$ cat config.mk
export PLATFORM = sky130hd
export DESIGN_NAME = seg_xlate
export DESIGN_NICKNAME = d
export VERILOG_FILES = /design/src/rtl/seg_xlate_pkg.sv /design/src/rtl/seg_table.sv /design/src/rtl/seg_check.sv /design/src/rtl/seg_xlate.sv
export SDC_FILE = /design/constraint.sdc
export NUM_CORES = 1
export LEC_CHECK = 0
export BUFFER_PORTS_ARGS = -buffer_cell sky130_fd_sc_hd__buf_2
export CAP_MARGIN = 20
export CORE_ASPECT_RATIO = 0.5
export CORE_MARGIN = 5
export CORE_UTILIZATION = 25
export DETAILED_ROUTE_END_ITERATION = 8
export PLACE_DENSITY_LB_ADDON = 0.1
export SLEW_MARGIN = 10
export SYNTH_ARGS = -nofsm -noshare
export SYNTH_HDL_FRONTEND = slang
export SYNTH_HIERARCHICAL = 1
export SYNTH_SLANG_ARGS = --single-unit
$ cat constraint.sdc
create_clock -name clk_i -period 4.3 [get_ports clk_i]
set_clock_uncertainty 0.15 [all_clocks]
set_input_delay 0.86 -clock clk_i [delete_from_list [all_inputs] [get_ports clk_i]]
set_output_delay 0.86 -clock clk_i [all_outputs]
set_load 0.03 [all_outputs]
$ cat src/rtl/seg_xlate_pkg.sv
package seg_xlate_pkg;
  typedef enum logic [1:0] {
    CAUSE_NONE  = 2'b00,
    CAUSE_RANGE = 2'b01,
    CAUSE_BOUND = 2'b10,
    CAUSE_PERM  = 2'b11
  } cause_e;

  typedef enum logic [1:0] {
    ACC_READ  = 2'b00,
    ACC_WRITE = 2'b01,
    ACC_EXEC  = 2'b10,
    ACC_RSVD  = 2'b11
  } acc_e;

  localparam int PERM_W   = 3;
  localparam int PERM_RD  = 0;
  localparam int PERM_WR  = 1;
  localparam int PERM_EX  = 2;
endpackage

$ cat src/rtl/seg_table.sv
module seg_table
  import seg_xlate_pkg::*;
#(
  parameter int SEG_W = 3,
  parameter int OFS_W = 12,
  parameter int PA_W  = 16
) (
  input  logic               clk_i,
  input  logic               rst_ni,
  input  logic               we_i,
  input  logic               len_sel_i,
  input  logic [SEG_W-1:0]   wr_idx_i,
  input  logic [PA_W-1:0]    wr_base_i,
  input  logic [OFS_W:0]     wr_limit_i,
  input  logic               wr_valid_i,
  input  logic [PERM_W-1:0]  wr_perm_i,
  input  logic [SEG_W:0]     wr_len_i,
  input  logic [SEG_W-1:0]   rd_idx_i,
  output logic [PA_W-1:0]    rd_base_o,
  output logic [OFS_W:0]     rd_limit_o,
  output logic               rd_valid_o,
  output logic [PERM_W-1:0]  rd_perm_o,
  output logic [SEG_W:0]     len_o
);
  localparam int NUM_SEG = 1 << SEG_W;

  logic [PA_W-1:0]   base_q  [NUM_SEG];
  logic [OFS_W:0]    limit_q [NUM_SEG];
  logic [PERM_W-1:0] perm_q  [NUM_SEG];
  logic [NUM_SEG-1:0] valid_q;
  logic [SEG_W:0]    len_q;

  for (genvar g = 0; g < NUM_SEG; g++) begin : g_entry
    logic hit;
    assign hit = we_i && !len_sel_i && (wr_idx_i == SEG_W'(g));
    always_ff @(posedge clk_i or negedge rst_ni) begin
      if (!rst_ni) begin
        base_q[g]  <= '0;
        limit_q[g] <= '0;
        perm_q[g]  <= '0;
        valid_q[g] <= 1'b0;
      end else if (hit) begin
        base_q[g]  <= wr_base_i;
        limit_q[g] <= wr_limit_i;
        perm_q[g]  <= wr_perm_i;
        valid_q[g] <= wr_valid_i;
      end
    end
  end

  always_ff @(posedge clk_i or negedge rst_ni) begin
    if (!rst_ni)                len_q <= '0;
    else if (we_i && len_sel_i) len_q <= wr_len_i;
  end

  // read port sees pre-write state; writes land at the edge
  assign rd_base_o  = base_q[rd_idx_i];
  assign rd_limit_o = limit_q[rd_idx_i];
  assign rd_perm_o  = perm_q[rd_idx_i];
  assign rd_valid_o = valid_q[rd_idx_i];
  assign len_o      = len_q;

  assert_entry_write_R11: assert property (@(posedge clk_i) disable iff (!rst_ni)
    (we_i && !len_sel_i) |=> (valid_q[$past(wr_idx_i)] == $past(wr_valid_i)) && $stable(len_q));

  assert_len_write_R11: assert property (@(posedge clk_i) disable iff (!rst_ni)
    (we_i && len_sel_i) |=> (len_q == $past(wr_len_i)) && $stable(valid_q));
endmodule

$ cat src/rtl/seg_check.sv
module seg_check
  import seg_xlate_pkg::*;
#(
  parameter int SEG_W = 3,
  parameter int OFS_W = 12,
  parameter int PA_W  = 16
) (
  input  logic [SEG_W-1:0]  seg_i,
  input  logic [OFS_W-1:0]  ofs_i,
  input  logic [1:0]        acc_i,
  input  logic [SEG_W:0]    len_i,
  input  logic [PA_W-1:0]   base_i,
  input  logic [OFS_W:0]    limit_i,
  input  logic              valid_i,
  input  logic [PERM_W-1:0] perm_i,
  output cause_e            cause_o,
  output logic [PA_W-1:0]   paddr_o
);
  logic in_range, in_bound, allowed;

  assign in_range = {1'b0, seg_i} < len_i;
  assign in_bound = valid_i && ({1'b0, ofs_i} < limit_i);

  always_comb begin
    unique case (acc_e'(acc_i))
      ACC_READ:  allowed = perm_i[PERM_RD];
      ACC_WRITE: allowed = perm_i[PERM_WR];
      ACC_EXEC:  allowed = perm_i[PERM_EX];
      default:   allowed = 1'b0;
    endcase
  end

  // priority: range, then valid/limit, then permission
  always_comb begin
    if (!in_range)      cause_o = CAUSE_RANGE;
    else if (!in_bound) cause_o = CAUSE_BOUND;
    else if (!allowed)  cause_o = CAUSE_PERM;
    else                cause_o = CAUSE_NONE;
  end

  assign paddr_o = base_i + PA_W'(ofs_i);
endmodule

$ cat src/rtl/seg_xlate.sv
module seg_xlate
  import seg_xlate_pkg::*;
#(
  parameter int SEG_W = 3,
  parameter int OFS_W = 12,
  parameter int PA_W  = 16
) (
  input  logic              clk_i,
  input  logic              rst_ni,
  input  logic              req_valid_i,
  input  logic [SEG_W-1:0]  req_seg_i,
  input  logic [OFS_W-1:0]  req_ofs_i,
  input  logic [1:0]        req_acc_i,
  input  logic              cfg_we_i,
  input  logic              cfg_len_sel_i,
  input  logic [SEG_W-1:0]  cfg_idx_i,
  input  logic [PA_W-1:0]   cfg_base_i,
  input  logic [OFS_W:0]    cfg_limit_i,
  input  logic              cfg_valid_i,
  input  logic [2:0]        cfg_perm_i,
  input  logic [SEG_W:0]    cfg_len_i,
  output logic              rsp_valid_o,
  output logic              rsp_fault_o,
  output logic [1:0]        rsp_cause_o,
  output logic [PA_W-1:0]   rsp_paddr_o,
  output logic              mem_req_o
);
  logic [PA_W-1:0]   ent_base;
  logic [OFS_W:0]    ent_limit;
  logic              ent_valid;
  logic [PERM_W-1:0] ent_perm;
  logic [SEG_W:0]    tbl_len;
  cause_e            chk_cause;
  logic [PA_W-1:0]   chk_paddr;

  seg_table #(.SEG_W(SEG_W), .OFS_W(OFS_W), .PA_W(PA_W)) u_table (
    .clk_i      (clk_i),
    .rst_ni     (rst_ni),
    .we_i       (cfg_we_i),
    .len_sel_i  (cfg_len_sel_i),
    .wr_idx_i   (cfg_idx_i),
    .wr_base_i  (cfg_base_i),
    .wr_limit_i (cfg_limit_i),
    .wr_valid_i (cfg_valid_i),
    .wr_perm_i  (cfg_perm_i),
    .wr_len_i   (cfg_len_i),
    .rd_idx_i   (req_seg_i),
    .rd_base_o  (ent_base),
    .rd_limit_o (ent_limit),
    .rd_valid_o (ent_valid),
    .rd_perm_o  (ent_perm),
    .len_o      (tbl_len)
  );

  seg_check #(.SEG_W(SEG_W), .OFS_W(OFS_W), .PA_W(PA_W)) u_check (
    .seg_i   (req_seg_i),
    .ofs_i   (req_ofs_i),
    .acc_i   (req_acc_i),
    .len_i   (tbl_len),
    .base_i  (ent_base),
    .limit_i (ent_limit),
    .valid_i (ent_valid),
    .perm_i  (ent_perm),
    .cause_o (chk_cause),
    .paddr_o (chk_paddr)
  );

  logic fault_d;
  assign fault_d = (chk_cause != CAUSE_NONE);

  always_ff @(posedge clk_i or negedge rst_ni) begin
    if (!rst_ni) begin
      rsp_valid_o <= 1'b0;
      rsp_fault_o <= 1'b0;
      rsp_cause_o <= 2'b00;
      rsp_paddr_o <= '0;
      mem_req_o   <= 1'b0;
    end else begin
      rsp_valid_o <= req_valid_i;
      rsp_fault_o <= req_valid_i && fault_d;
      rsp_cause_o <= req_valid_i ? chk_cause : CAUSE_NONE;
      rsp_paddr_o <= (req_valid_i && !fault_d) ? chk_paddr : '0;
      mem_req_o   <= req_valid_i && !fault_d;
    end
  end

  assert_rsp_after_req_R2: assert property (@(posedge clk_i) disable iff (!rst_ni)
    req_valid_i |=> rsp_valid_o);
  assert_no_rsp_idle_R2: assert property (@(posedge clk_i) disable iff (!rst_ni)
    !req_valid_i |=> !rsp_valid_o && !mem_req_o && !rsp_fault_o);
  assert_range_fault_R3: assert property (@(posedge clk_i) disable iff (!rst_ni)
    (req_valid_i && ({1'b0, req_seg_i} >= tbl_len)) |=> rsp_cause_o == 2'b01);
  assert_fault_quiet_R9: assert property (@(posedge clk_i) disable iff (!rst_ni)
    rsp_fault_o |-> (rsp_paddr_o == '0) && !mem_req_o);
  assert_invalid_fault_R4: assert property (@(posedge clk_i) disable iff (!rst_ni)
    (req_valid_i && ({1'b0, req_seg_i} < tbl_len) && !ent_valid) |=> rsp_cause_o == 2'b10);
  assert_good_paddr_R8: assert property (@(posedge clk_i) disable iff (!rst_ni)
    (req_valid_i && mem_req_o == 1'b0 && !fault_d) |=>
      mem_req_o && rsp_paddr_o == $past(ent_base + PA_W'(req_ofs_i)));
endmodule

* After elaboration in Yosys (flattened, before gate mapping)
Index checks and enable logic that the tools add are counted.
Widths: inputs -> output; s select.
** Word-level totals
- Bits in registers :: 289
- Input bits :: 62
- Output and inout port bits :: 21
- Word-level logic and storage cells :: 88
** Operators by class
- Add/subtract/negate cells :: 1
- $lt $le $gt $ge :: 4
- Eq/ne operators :: 9
- Mux-type cells :: 17
- Bitwise gates (word level) :: 1
- Reduce and logical (&&, ||, !) cells :: 18
** Operators with widths (count)
- $bmux 16 s3 :: 1
- $mux 16 :: 3
- $bmux 13 s3 :: 1
- $mux 13 :: 2
- $add 16x12->16 :: 1
- $logic_and 1x1->1 :: 13
- $lt 12x13->1 :: 1
- $eq 3x3->1 const B :: 4
- $bmux 3 s3 :: 1
- $mux 2 :: 4
- $eq 3x2->1 const B :: 2
- $mux 3 :: 2
- $ge 4x4->1 const B :: 1
- $lt 3x4->1 :: 1
- $lt 3x4->1 const B :: 1
- $not 3->4 :: 1
- $bmux 1 s3 :: 1
- $eq 3x1->1 const B :: 1
- $logic_not 3->1 :: 1
- $pmux 1 s3 :: 1
- $eq 2x1->1 const B :: 1
- $eq 2x2->1 const B :: 1
- $logic_not 1->1 :: 2
- $logic_not 2->1 :: 1
- 2 further kinds :: 2

* Logic depth before layout (Yosys ltp)
Gate-level depths: netlist (run 1).
- Word-level depth :: 12
- Depth in mapped cells :: 13
- Mapped depth without buffers :: 10

* Modules after synthesis
Netlist (run 1), hierarchy kept.
** Modules (own cells, without submodules)
- seg_table :: instances 1, cells an instance 694, area an instance 12132.9 um^2, sequential area each 6706.4 um^2
- seg_check :: instances 1, cells an instance 163, area an instance 1119.8 um^2, sequential area each 0.0 um^2
- seg_xlate :: instances 1, cells an instance 45, area an instance 822.0 um^2, sequential area each 525.5 um^2

* Worst setup path after synthesis (run 1)
Ideal clock, no wire load.
- Path type :: input to register
- Start :: input req_seg_i[0]
- End :: register rsp_paddr_o[12]
- Setup time :: 0.098 ns
- Arrival :: 3.685 ns
- Required time :: 4.052 ns
- Slack :: 0.367 ns
- Stages :: 12
- Buffers on the path :: 2
- Cells stage by stage :: buf_4 -> buf_6 -> mux4_2 -> mux2_2 -> ha_1 -> fa_1 -> a21oi_1 -> o21ai_2 -> o31ai_1 -> nand3_1 -> o311ai_0 -> nor4bb_2
** On the way
- Elaborated cells between the ends (all ways) :: 24
- Classes of those cells :: add/sub (1); order compare (2); mux (16); bitwise (1); reduce/logical (4)
** RTL lines
- start: declaration :: RTL line seg_xlate.sv:11 : input logic [SEG_W-1:0] req_seg_i,
- $not 3->4 (implied by the code) :: RTL line seg_table.sv:57 : assign rd_base_o = base_q[rd_idx_i];
- $bmux 16 s3 :: RTL line seg_table.sv:57
- $mux 16 (implied by the code) (2 in series) :: RTL line seg_table.sv:57
- net ent_base[0] :: RTL line seg_xlate.sv:28 : logic [PA_W-1:0] ent_base;
- $add 16x12->16 :: RTL line seg_check.sv:41 : assign paddr_o = base_i + PA_W'(ofs_i);
- net chk_paddr[12] :: RTL line seg_xlate.sv:34 : logic [PA_W-1:0] chk_paddr;
- $mux 16 :: RTL line seg_xlate.sv:82 : rsp_paddr_o <= (req_valid_i && !fault_d) ? chk_paddr : '0;
- end signal: assignment :: RTL line seg_xlate.sv:82
- end: declaration :: RTL line seg_xlate.sv:25 : output logic [PA_W-1:0] rsp_paddr_o,
The timed path passes the listed nets, and every way through them passes these cells. The select of a mux whose other input is x is not followed.
A chain may end at the register's enable or synchronous reset.

* Final worst setup path (run 1)
- Start :: input req_seg_i[0]
- End :: register rsp_paddr_o[14]
Same word-level chain as after synthesis.

==> out/metrics.cfg, run 1 <==
[yosys]
yosysWarnings=6
yosys-top-cells-count=289 x dfrtp_1, 271 x mux2_2, 66 x mux4_2, 30 x mux2_4, 25 x ha_1
ys_ff_latch=289
syn_area_sq_um=14100
yosysSeqAreaShare=0.514
syn_avg_cell_area_sq_um=15.6
synth.most_common_cell=dfrtp_1
syn-instance-count=902
synth_top_area_cell=dfrtp_1
yosys.cell_types.count=66
syn-num-nets=990
synth_ff_type=dfrtp_1
yosysTopAreaCellShare=0.514
synth-async-reset-ratio=1.00
ys_top_cells_by_area=dfrtp_1 51%, mux2_2 22%, mux4_2 11%
synth_edf_count=0

[finish]
fill_cells=5538
multiInputGateArea_sq_um=6440
seqCellArea_sq_um=7230
fin_area_sq_um=16700
area_growth_syn_to_layout_pct=18.7
fin_cells=1794
nNetsFinal=1101
drive_above_1_share=0.558
fin_util=0.300

[drt]
num_vias=8126
route.detailed.drc=0
dr.pass1.iters=5
drtAntennaViolNets=0
drt_wl_total_microns=38600
avgRoutedWirePerCell_microns=21.5
drtIter0Drc=436
viasPerCell=4.53

[global_routing]
grt_max_degree=82
grt_pass1_wl_microns=59400
grtUsageTotal=0.127
antenna_found_initial=3
grt_pass1_vias=9114
grt_overflow_total=0

[clocking]
cts.clk_slew.worst_paths_ns=0.06
hold_buffers=0
cts_resized=0
clock-root-buffer=clkbuf_16
post-cts-setup-buffers=0
clk_latency_ns=0.51
tritoncts=built
ctsHtreeMaxLevel=2
clkSinkCount=289
numCtsBuffers=34
cts_buffer_depth=3

[timing]
rsz0062_at_grt=no
min_period_ns=3.68
relSlewSlack=0.448
finalMaxSlewViolations=0
fmax_mhz=271
setup_tns_ns=0
hold_viol_final=0
setup_viol=0
final.period_utilization=0.857
tightestPinTransition_ns=0.823

[place]
hpwlAfterDp_microns=24700
place.gp.congestion=0.774
place_area_sq_um=15600
dp.cells=1733
numPortBuffers=82

[job]
maxCapViolCount=0

[setup_path]
crit_type=in2reg
worstPathArrival_ns=3.95
required_ns=4.56
crit_path_end_kind=register
crit_fanout=21
start_kind=input pin

[floorplanning]
die_x_microns=346
io_pins=83
start_util=0.253
die_h_microns=178
dieArea_sq_um=61400
num_rows=61
core_sq_um=55600

[power_and_ir_drop]
p_leak_nw=7.32
ir_drop_uv=203
power_density_nw_per_um2=507

[worst_hold_path]
hold_path_class=in2async

[status]
status=complete, no violations

[layer usage]
layer	track usage	up-vias	share of wire
li1	-	3609	-
met1	0.173	4352	0.46
met2	0.212	109	0.47
met3	0.0203	54	0.037
met4	0.0354	2	0.024
met5	0	-	0.00021
[power breakdown]
group	leakage [nW]	internal (W)	total, W	switching [W]
clock	0.528	0.00166	0.00280	0.00114
combinational	3.22	0.00118	0.00205	0.000866
sequential	3.57	0.00333	0.00362	0.000288
total	7.32	0.00617	0.00847	0.00230
[cells by family (layout without fill, tap and decap cells)]
group	count (synthesis)	count (layout)	share of synthesized area
AO/OA/AOI/OAI	52	52	0.0252
adder cells (fa/ha/maj)	26	26	0.0236
flip-flops	289	289	0.514
multiplexers	369	369	0.356
other	0	2	0
XOR/XNOR	7	7	0.00436
buffers and inverters	70	204	0.0304
AND/OR/NAND/NOR	89	89	0.0467
[state kept, by name, indices dropped and copies added, names as in the netlist, 2 cells and up]
register / count
u_table/base_q: 128
u_table/limit_q: 104
u_table/valid_q: 8
u_table/perm_q: 24
rsp_cause_o: 2
rsp_paddr_o: 16
u_table/len_o: 4
[cell type report]
| class | count | share of cell area |
|---|---|---|
| timing repair buffer | 128 | 0.0574 |
| inverter | 17 | 0.00382 |
| clock inverter | 8 | 0.00412 |
| clock buffer | 51 | 0.0596 |
| antenna | 2 | 0.000299 |
| tap | 756 | 0.0566 |
| multi-input combinational | 543 | 0.385 |
| sequential | 289 | 0.433 |
[final timing paths]
path | start | endpoint | slack, ns | depth (start not counted)
worst max-delay path | req_seg_i[0] | rsp_paddr_o[14] | 0.62 | 12
worst min-delay path | rst_ni | u_table/perm_q[12] | 0.17 | 1
worst max register to register | u_table/base_q[0] | rsp_paddr_o[12] | 1.03 | 11
worst min register to register | u_table/base_q[56] | u_table/base_q[56] | 0.35 | 1
max in group asynchronous | rst_ni | rsp_cause_o[1] | 2.92 | 2
min in group clk_i | u_table/base_q[56] | u_table/base_q[56] | 0.35 | 1
[placed cells by master (no fill, tap or decap), types with 3 or more instances in the layout]
| cell type | n |
|---|---|
| mux2_4 | 30 |
| clkbuf_16 | 35 |
| and4bb_2 | 9 |
| a21o_1 | 5 |
| nor3b_4 | 3 |
| nand3_1 | 5 |
| nor2b_1 | 3 |
| a21oi_1 | 15 |
| mux2_2 | 271 |
| xnor2_1 | 5 |
| dfrtp_1 | 289 |
| nand4_1 | 3 |
| buf_12 | 15 |
| ha_1 | 25 |
| clkinv_2 | 6 |
| mux4_2 | 66 |
| o21ai_0 | 7 |
| inv_1 | 17 |
| buf_2 | 79 |
| nor4bb_2 | 6 |
| clkbuf_1 | 10 |
| nand2b_1 | 4 |
| nor2_1 | 20 |
| nand2_1 | 15 |
| clkbuf_8 | 6 |
| o21a_1 | 4 |
| buf_4 | 33 |
[critical path, cell delays in order]
cell and delay [ns]:
buf_4 0.25, buf_12 0.27, mux4_2 0.51, mux2_2 0.31, ha_1 0.34, o211ai_1 0.13, a32oi_1 0.23, o31ai_1 0.12
buf_4 0.16, or4_1 0.47, nand3_1 0.08, nor4bb_2 0.19
[metrics by stage]
step / setup WS [ns] / hold WS, ns / total power (W)
global placement: 0.106 / 0.333 / 0.00569
detailed placement: 0.0778 / 0.340 / 0.00575
global route: 0.364 / 0.222 / 0.00896
finish: 0.616 / 0.167 / 0.00847
CTS: 0.629 / 0.190 / 0.00865
floorplan: 0.367 / 0.324 / 0.00506
(Power assumes the default switching activity.)
==> run 2: changes to the inputs <==
Settings changed: BUFFER_PORTS_ARGS -buffer_cell sky130_fd_sc_hd__buf_2 to default, DONT_BUFFER_PORTS from default to 1, GPL_ROUTABILITY_DRIVEN from default to 0.
==> run 2 against run 1 <==
The flow now finishes with violations (negative hold slack). Setup slack improved by 0.27 ns. Design area decreased by 4.8%. Via count decreased by 6.2%. Routed wire length decreased by 2.8%. Clock-buffer cell count decreased by 3. Critical path depth decreased by 2. Die area unchanged. Combinational power decreased by 18%. Flip-flop and latch count unchanged. Register-to-register slack got worse by 0.12 ns. Utilization decreased by 1.5 points. Final cell count decreased by 6.6%. Largest cell class unchanged.
==> out/metrics.cfg, run 2 (synthesis gave the netlist of run 1 again) <==
[timing]
hold_viol_final=155  ; was 0
setup_tns_ns=0  ; unchanged
finalMaxSlewViolations=0  ; unchanged
relSlewSlack=0.454  ; was 0.448
min_period_ns=3.41  ; was 3.68 ns
rsz0062_at_grt=no  ; unchanged
holdWs_ns=-0.105  ; was 0.167 ns
fmax_mhz=293  ; was 271 MHz
tightestPinTransition_ns=0.818  ; was 0.823 ns
setup_viol=0  ; unchanged
final.period_utilization=0.794  ; was 0.857

[setup_path]
start_kind=input pin  ; unchanged
crit_path_end_kind=register  ; unchanged
r2r_setup_slack_ns=0.91  ; was 1.03 ns
worstPathArrival_ns=3.67  ; was 3.95 ns
crit_path_max_incr_delay_ns=0.64  ; was 0.51 ns
cp_cell_sequence=mux4_2, mux2_2, inv_1, ha_1, nand4_1, nor2_1, o41ai_1, a21o_1, buf_4, and4bb_2  ; was buf_4, buf_12, mux4_2, mux2_2, ha_1, o211ai_1, a32oi_1, o31ai_1, buf_4, or4_1, nand3_1, nor4bb_2
crit_fanout=67  ; was 21
required_ns=4.56  ; about the same
crit_type=in2reg  ; unchanged
slowest_stage=o41ai_1  ; was mux4_2
cp_num_buf_inv=2  ; was 3
critPathTopFamily=compound AO/OA/AOI/OAI gates  ; was multiplexers

[floorplanning]
num_rows=61  ; unchanged
core_sq_um=55600  ; unchanged
die_x_microns=346  ; unchanged
die_h_microns=178  ; unchanged
dieArea_sq_um=61400  ; unchanged
io_pins=83  ; unchanged
start_util=0.253  ; unchanged

[global_routing]
grt_pass1_vias=8442  ; was 9114
antenna_found_initial=0  ; was 3
grt_max_degree=290  ; was 82
grtUsageTotal=0.123  ; was 0.127
grt_overflow_total=0  ; unchanged
grt_pass1_wl_microns=56800  ; was 59400 microns

[drt]
met3_length_microns=1100  ; was 1410 microns
route.met2.wl_microns=18300  ; about the same
wl_met1_microns=17500  ; was 17900 microns
viasPerCell=4.55  ; was 4.53
drt_wl_total_microns=37500  ; was 38600 microns
num_vias=7626  ; was 8126
avgRoutedWirePerCell_microns=22.4  ; was 21.5 microns
drtAntennaViolNets=0  ; unchanged
dr.pass1.iters=4  ; was 5
drtIter0Drc=376  ; was 436
top_layer=met4  ; was met5
route.detailed.drc=0  ; unchanged

[clocking]
cts_resized=0  ; unchanged
ctsHtreeMaxLevel=2  ; unchanged
cts.clk_slew.worst_paths_ns=0.06  ; about the same
post-cts-setup-buffers=0  ; unchanged
clock-root-buffer=clkbuf_16  ; unchanged
cts_buffer_depth=3  ; unchanged
numCtsBuffers=34  ; unchanged
clkSinkCount=289  ; unchanged
clk_latency_ns=0.53  ; was 0.51 ns
tritoncts=built  ; unchanged

[power_and_ir_drop]
power_frac_clock=0.352  ; was 0.331
comb_power_share=0.203  ; was 0.242
p_switching_w=0.00216  ; was 0.00230 W
ir_drop_uv=219  ; was 203 uV
power_density_nw_per_um2=520  ; was 507 nW/um^2
seqPwrFrac=0.444  ; was 0.427
internal_power_w=0.00611  ; was 0.00617 W
swShare=0.261  ; was 0.271
p_leak_nw=6.76  ; was 7.32 nW

[finish]
nNetsFinal=984  ; was 1101
final_cell_mix=289 x dfrtp_1, 271 x mux2_2, 66 x mux4_2, 34 x clkbuf_16, 30 x mux2_4  ; was 289 x dfrtp_1, 271 x mux2_2, 79 x buf_2, 66 x mux4_2, 35 x clkbuf_16
area_growth_syn_to_layout_pct=13.0  ; was 18.7%
n_antenna_cell=0  ; was 2
reg_top3=u_table/base_q x128, u_table/limit_q x104, u_table/perm_q x24  ; unchanged
largest-register=u_table/base_q  ; unchanged
largest_reg_flops=128  ; unchanged
mostFrequentLayoutCell=dfrtp_1  ; unchanged
drive_above_1_share=0.507  ; was 0.558

[place]
numPortBuffers=0  ; was 82
hpwlAfterDp_microns=21700  ; was 24700 microns

[status]
violations=negative hold slack
status=finished with violations  ; was complete, no violations

[worst_hold_path]
hold_path_class=in2async  ; unchanged

[job]
maxCapViolCount=0  ; unchanged

-- run 2: changes by cell type in the layout (fill, tap and decap cells not counted), sizes merged --
cell,change
inv,+2
diode,-2
buf,-117
clkinv,+1
bufinv,+1
clkbuf,-3
-- run 2: layout make-up --
type,count,area (sq um)
clock buffers,48,983
clock inverters,12,135
fillers,5549,39700
inverters,17,63.8
multi-input cells,543,6450
flip-flops and latches,289,7230
well taps,756,946
repair buffers,11,95.1
-- run 2: worst paths after layout --
check,depth (start not counted),from,to
max reg2reg,10,u_table/limit_q[27],rsp_paddr_o[15]
max,10,req_seg_i[0],rsp_paddr_o[15]
min in group clk_i,0,req_valid_i,rsp_valid_o
min reg2reg,1,u_table/base_q[47],u_table/base_q[47]
max in group asynchronous,0,rst_ni,rsp_paddr_o[13]
min,0,rst_ni,u_table/limit_q[28]
-- run 2: stage by stage --
stage	instances	util	worst slack, ns	instance area [sq um]	total power [W]
2_1_floorplan	902	-	0.367	14100	0.00506
3_3_place_gp	1616	0.266	0.376	14800	0.00537
3_5_place_dp	1616	0.266	0.372	14800	0.00542
4_1_cts	1676	0.286	0.883	15900	0.00843
5_1_grt	1676	0.286	0.682	15900	0.00873
6_report	1676	0.286	0.886	15900	0.00827
-- run 2: power groups by stage --
stage,logic [W],clock network (W),registers [W]
5_1_grt,0.00184,0.00315,0.00374
2_1_floorplan,0.00145,0,0.00361
3_5_place_dp,0.00170,0,0.00372
4_1_cts,0.00171,0.00305,0.00367
6_report,0.00168,0.00291,0.00367
3_3_place_gp,0.00167,0,0.00370
-- run 2: metal layers --
| layer | up-vias | GRT usage |
|---|---|---|
| met5 | - | 0 |
| met4 | 0 | 0.0268 |
| met3 | 46 | 0.0220 |
| met2 | 73 | 0.209 |
| met1 | 4142 | 0.165 |
| li1 | 3365 | - |
==> run 3: changes to the inputs <==
Clock period 4.3 ns to 3.05 ns, I/O delays scaled along.
==> run 3 against run 2 <==
The run still ends with negative hold slack left. First-iteration DRC count shrank 4.0%. Clock-buffer cell count shrank 2. Sequential share of layout area shrank 1.8 points. Clock power grew 36%. Largest cell class unchanged. Largest power group unchanged.
==> out/metrics.cfg, run 3 (synthesis gave the netlist of run 1 again) <==
[drt]
drtAntennaViolNets=0  ; unchanged
dr.pass1.iters=4  ; unchanged
route.detailed.drc=0  ; unchanged
drt_wl_total_microns=37200  ; was 37500 microns
avgRoutedWirePerCell_microns=21.6  ; was 22.4 microns
viasPerCell=4.54  ; was 4.55
drtIter0Drc=361  ; was 376
num_vias=7818  ; was 7626

[timing]
hold_viol_final=289  ; was 155
min_period_ns=3.04
fmax_mhz=329
setup_viol=0  ; unchanged
tightestPinTransition_ns=0.896  ; was 0.818 ns
relSlewSlack=0.403  ; was 0.454
final.period_utilization=0.996
finalMaxSlewViolations=0  ; unchanged
rsz0062_at_grt=yes  ; was no
setup_tns_ns=0  ; unchanged
holdWs_ns=-0.350  ; was -0.105 ns

[place]
numPortBuffers=0  ; unchanged
place_area_sq_um=15300  ; was 14800 sq um
hpwlAfterDp_microns=21900  ; was 21700 microns

[floorplanning]
core_sq_um=55600  ; unchanged
die_h_microns=178  ; unchanged
die_x_microns=346  ; unchanged
start_util=0.253  ; unchanged
dieArea_sq_um=61400  ; unchanged
io_pins=83  ; unchanged
num_rows=61  ; unchanged

[setup_path]
crit_type=reg2reg  ; was in2reg
crit_fanout=5  ; was 67
worstPathArrival_ns=3.30  ; was 3.67 ns
crit_path_end_kind=register  ; unchanged
start_kind=register  ; was input pin
r2r_setup_slack_ns=0.01  ; was 0.91 ns
required_ns=3.32  ; was 4.56 ns

[power_and_ir_drop]
finalPower_w=0.0120  ; was 0.00827 W
ir_drop_uv=278  ; was 219 uV
power_density_nw_per_um2=722  ; was 520 nW/um^2
p_leak_nw=7.07  ; was 6.76 nW

[finish]
final_cell_mix=289 x dfrtp_1, 266 x mux2_2, 66 x mux4_2, 50 x buf_4, 36 x clkbuf_16  ; was 289 x dfrtp_1, 271 x mux2_2, 66 x mux4_2, 34 x clkbuf_16, 30 x mux2_4
mostFrequentLayoutCell=dfrtp_1  ; unchanged
area_growth_syn_to_layout_pct=17.7  ; was 13.0%
largest-register=u_table/base_q  ; unchanged
reg_top3=u_table/base_q x128, u_table/limit_q x104, u_table/perm_q x24  ; unchanged
nNetsFinal=1033  ; was 984
largest_reg_flops=128  ; unchanged
n_antenna_cell=0  ; unchanged
fin_area_sq_um=16600  ; was 15900 sq um
fill_cells=5512  ; was 5549
fin_util=0.298  ; was 0.286
drive_above_1_share=0.554  ; was 0.507

[clocking]
clkSinkCount=289  ; unchanged
clk_latency_ns=0.51  ; was 0.53 ns
tritoncts=built  ; unchanged
cts.clk_slew.worst_paths_ns=0.06  ; about the same
cts_buffer_depth=3  ; unchanged
numCtsBuffers=34  ; unchanged
hold_buffers=1
clock-root-buffer=clkbuf_16  ; unchanged
ctsHtreeMaxLevel=2  ; unchanged

[status]
status=finished with violations  ; unchanged
violations=negative hold slack  ; unchanged

[global_routing]
grt_pass1_vias=8547  ; was 8442
grt_max_degree=290  ; unchanged
grtUsageTotal=0.122  ; was 0.123
grt_overflow_total=0  ; unchanged
antenna_found_initial=0  ; unchanged
grt_pass1_wl_microns=56900  ; was 56800 microns

[worst_hold_path]
hold_path_class=in2async  ; unchanged

[job]
maxCapViolCount=0  ; unchanged

-- run 3: cell types whose count changed in the layout (fill, tap and decap cells not counted), sizes merged --
cell | before | now
buf | 11 | 58
dlygate4sd3 | 0 | 1
inv | 20 | 18
clkbuf | 48 | 47
clkinv | 7 | 8
clkinvlp | 0 | 2
bufinv | 2 | 1
-- run 3: metrics by stage --
stage / instances / hold WS (ns) / setup WS (ns)
after global routing: 1723 / -0.392 / -0.120
after global placement: 1660 / 0.176 / -0.335
after detailed placement: 1660 / 0.176 / -0.352
final: 1723 / -0.350 / 0.0126
after CTS: 1719 / -0.392 / 0.00394
after floorplan: 902 / 0.164 / -0.354
-- run 3: path summary, 6_finish.rpt --
| check | from | end | cells after the start |
|---|---|---|---|
| min in group clk_i | req_valid_i | rsp_fault_o | 1 |
| max reg2reg | u_table/base_q[32] | rsp_paddr_o[10] | 10 |
| max in group asynchronous | rst_ni | u_table/len_o[0] | 0 |
| min | rst_ni | u_table/limit_q[22] | 0 |
| min reg2reg | u_table/base_q[58] | u_table/base_q[58] | 1 |
| max | u_table/base_q[32] | rsp_paddr_o[10] | 10 |
-- run 3: metal layers --
metal | wire [microns] | GRT usage | vias to the layer above
met2 | 17800 | 0.203 | 76
met1 | 17700 | 0.167 | 4227
li1 | - | - | 3469
met3 | 1110 | 0.0217 | 46
met4 | 609 | 0.0260 | 0
met5 | 0 | 0 | -
-- run 3: layout make-up --
type                            count  area [sq um]  share of cell area
Sequential cell                   289          7230               0.436
Multi-Input combinational cell    543          6680               0.403
Clock buffer                       46           977              0.0590
Tap cell                          756           946              0.0571
Timing Repair Buffer               60           571              0.0344
Clock inverter                     12          97.6             0.00589
Inverter                           17          66.3             0.00400
-- run 3: power breakdown --
part	leakage [nW]	total (W)	switching (W)	internal [W]
sequential	3.57	0.00517	0.000477	0.00469
clock	0.531	0.00396	0.00163	0.00233
combinational	2.97	0.00283	0.00101	0.00182
total	7.07	0.0120	0.00312	0.00884
-- run 3: repair_timing --
item,in CTS,in global routing
buffers inserted,0,3
setup endpoints to repair,6,19
pin swaps,3,5
resized for setup,6,21
gates cloned,0,1
endpoints found under the hold margin,290,289
-- run 3: critical path: stages (launching register included) --
cell and delay, ns:
dfrtp_1 0.37, mux4_2 0.46, mux2_4 0.29, ha_4 0.17
fa_2 0.42, a21oi_4 0.19, o21ai_4 0.11, o31ai_4 0.30
buf_4 0.17, xnor2_2 0.10, nor4bb_4 0.20
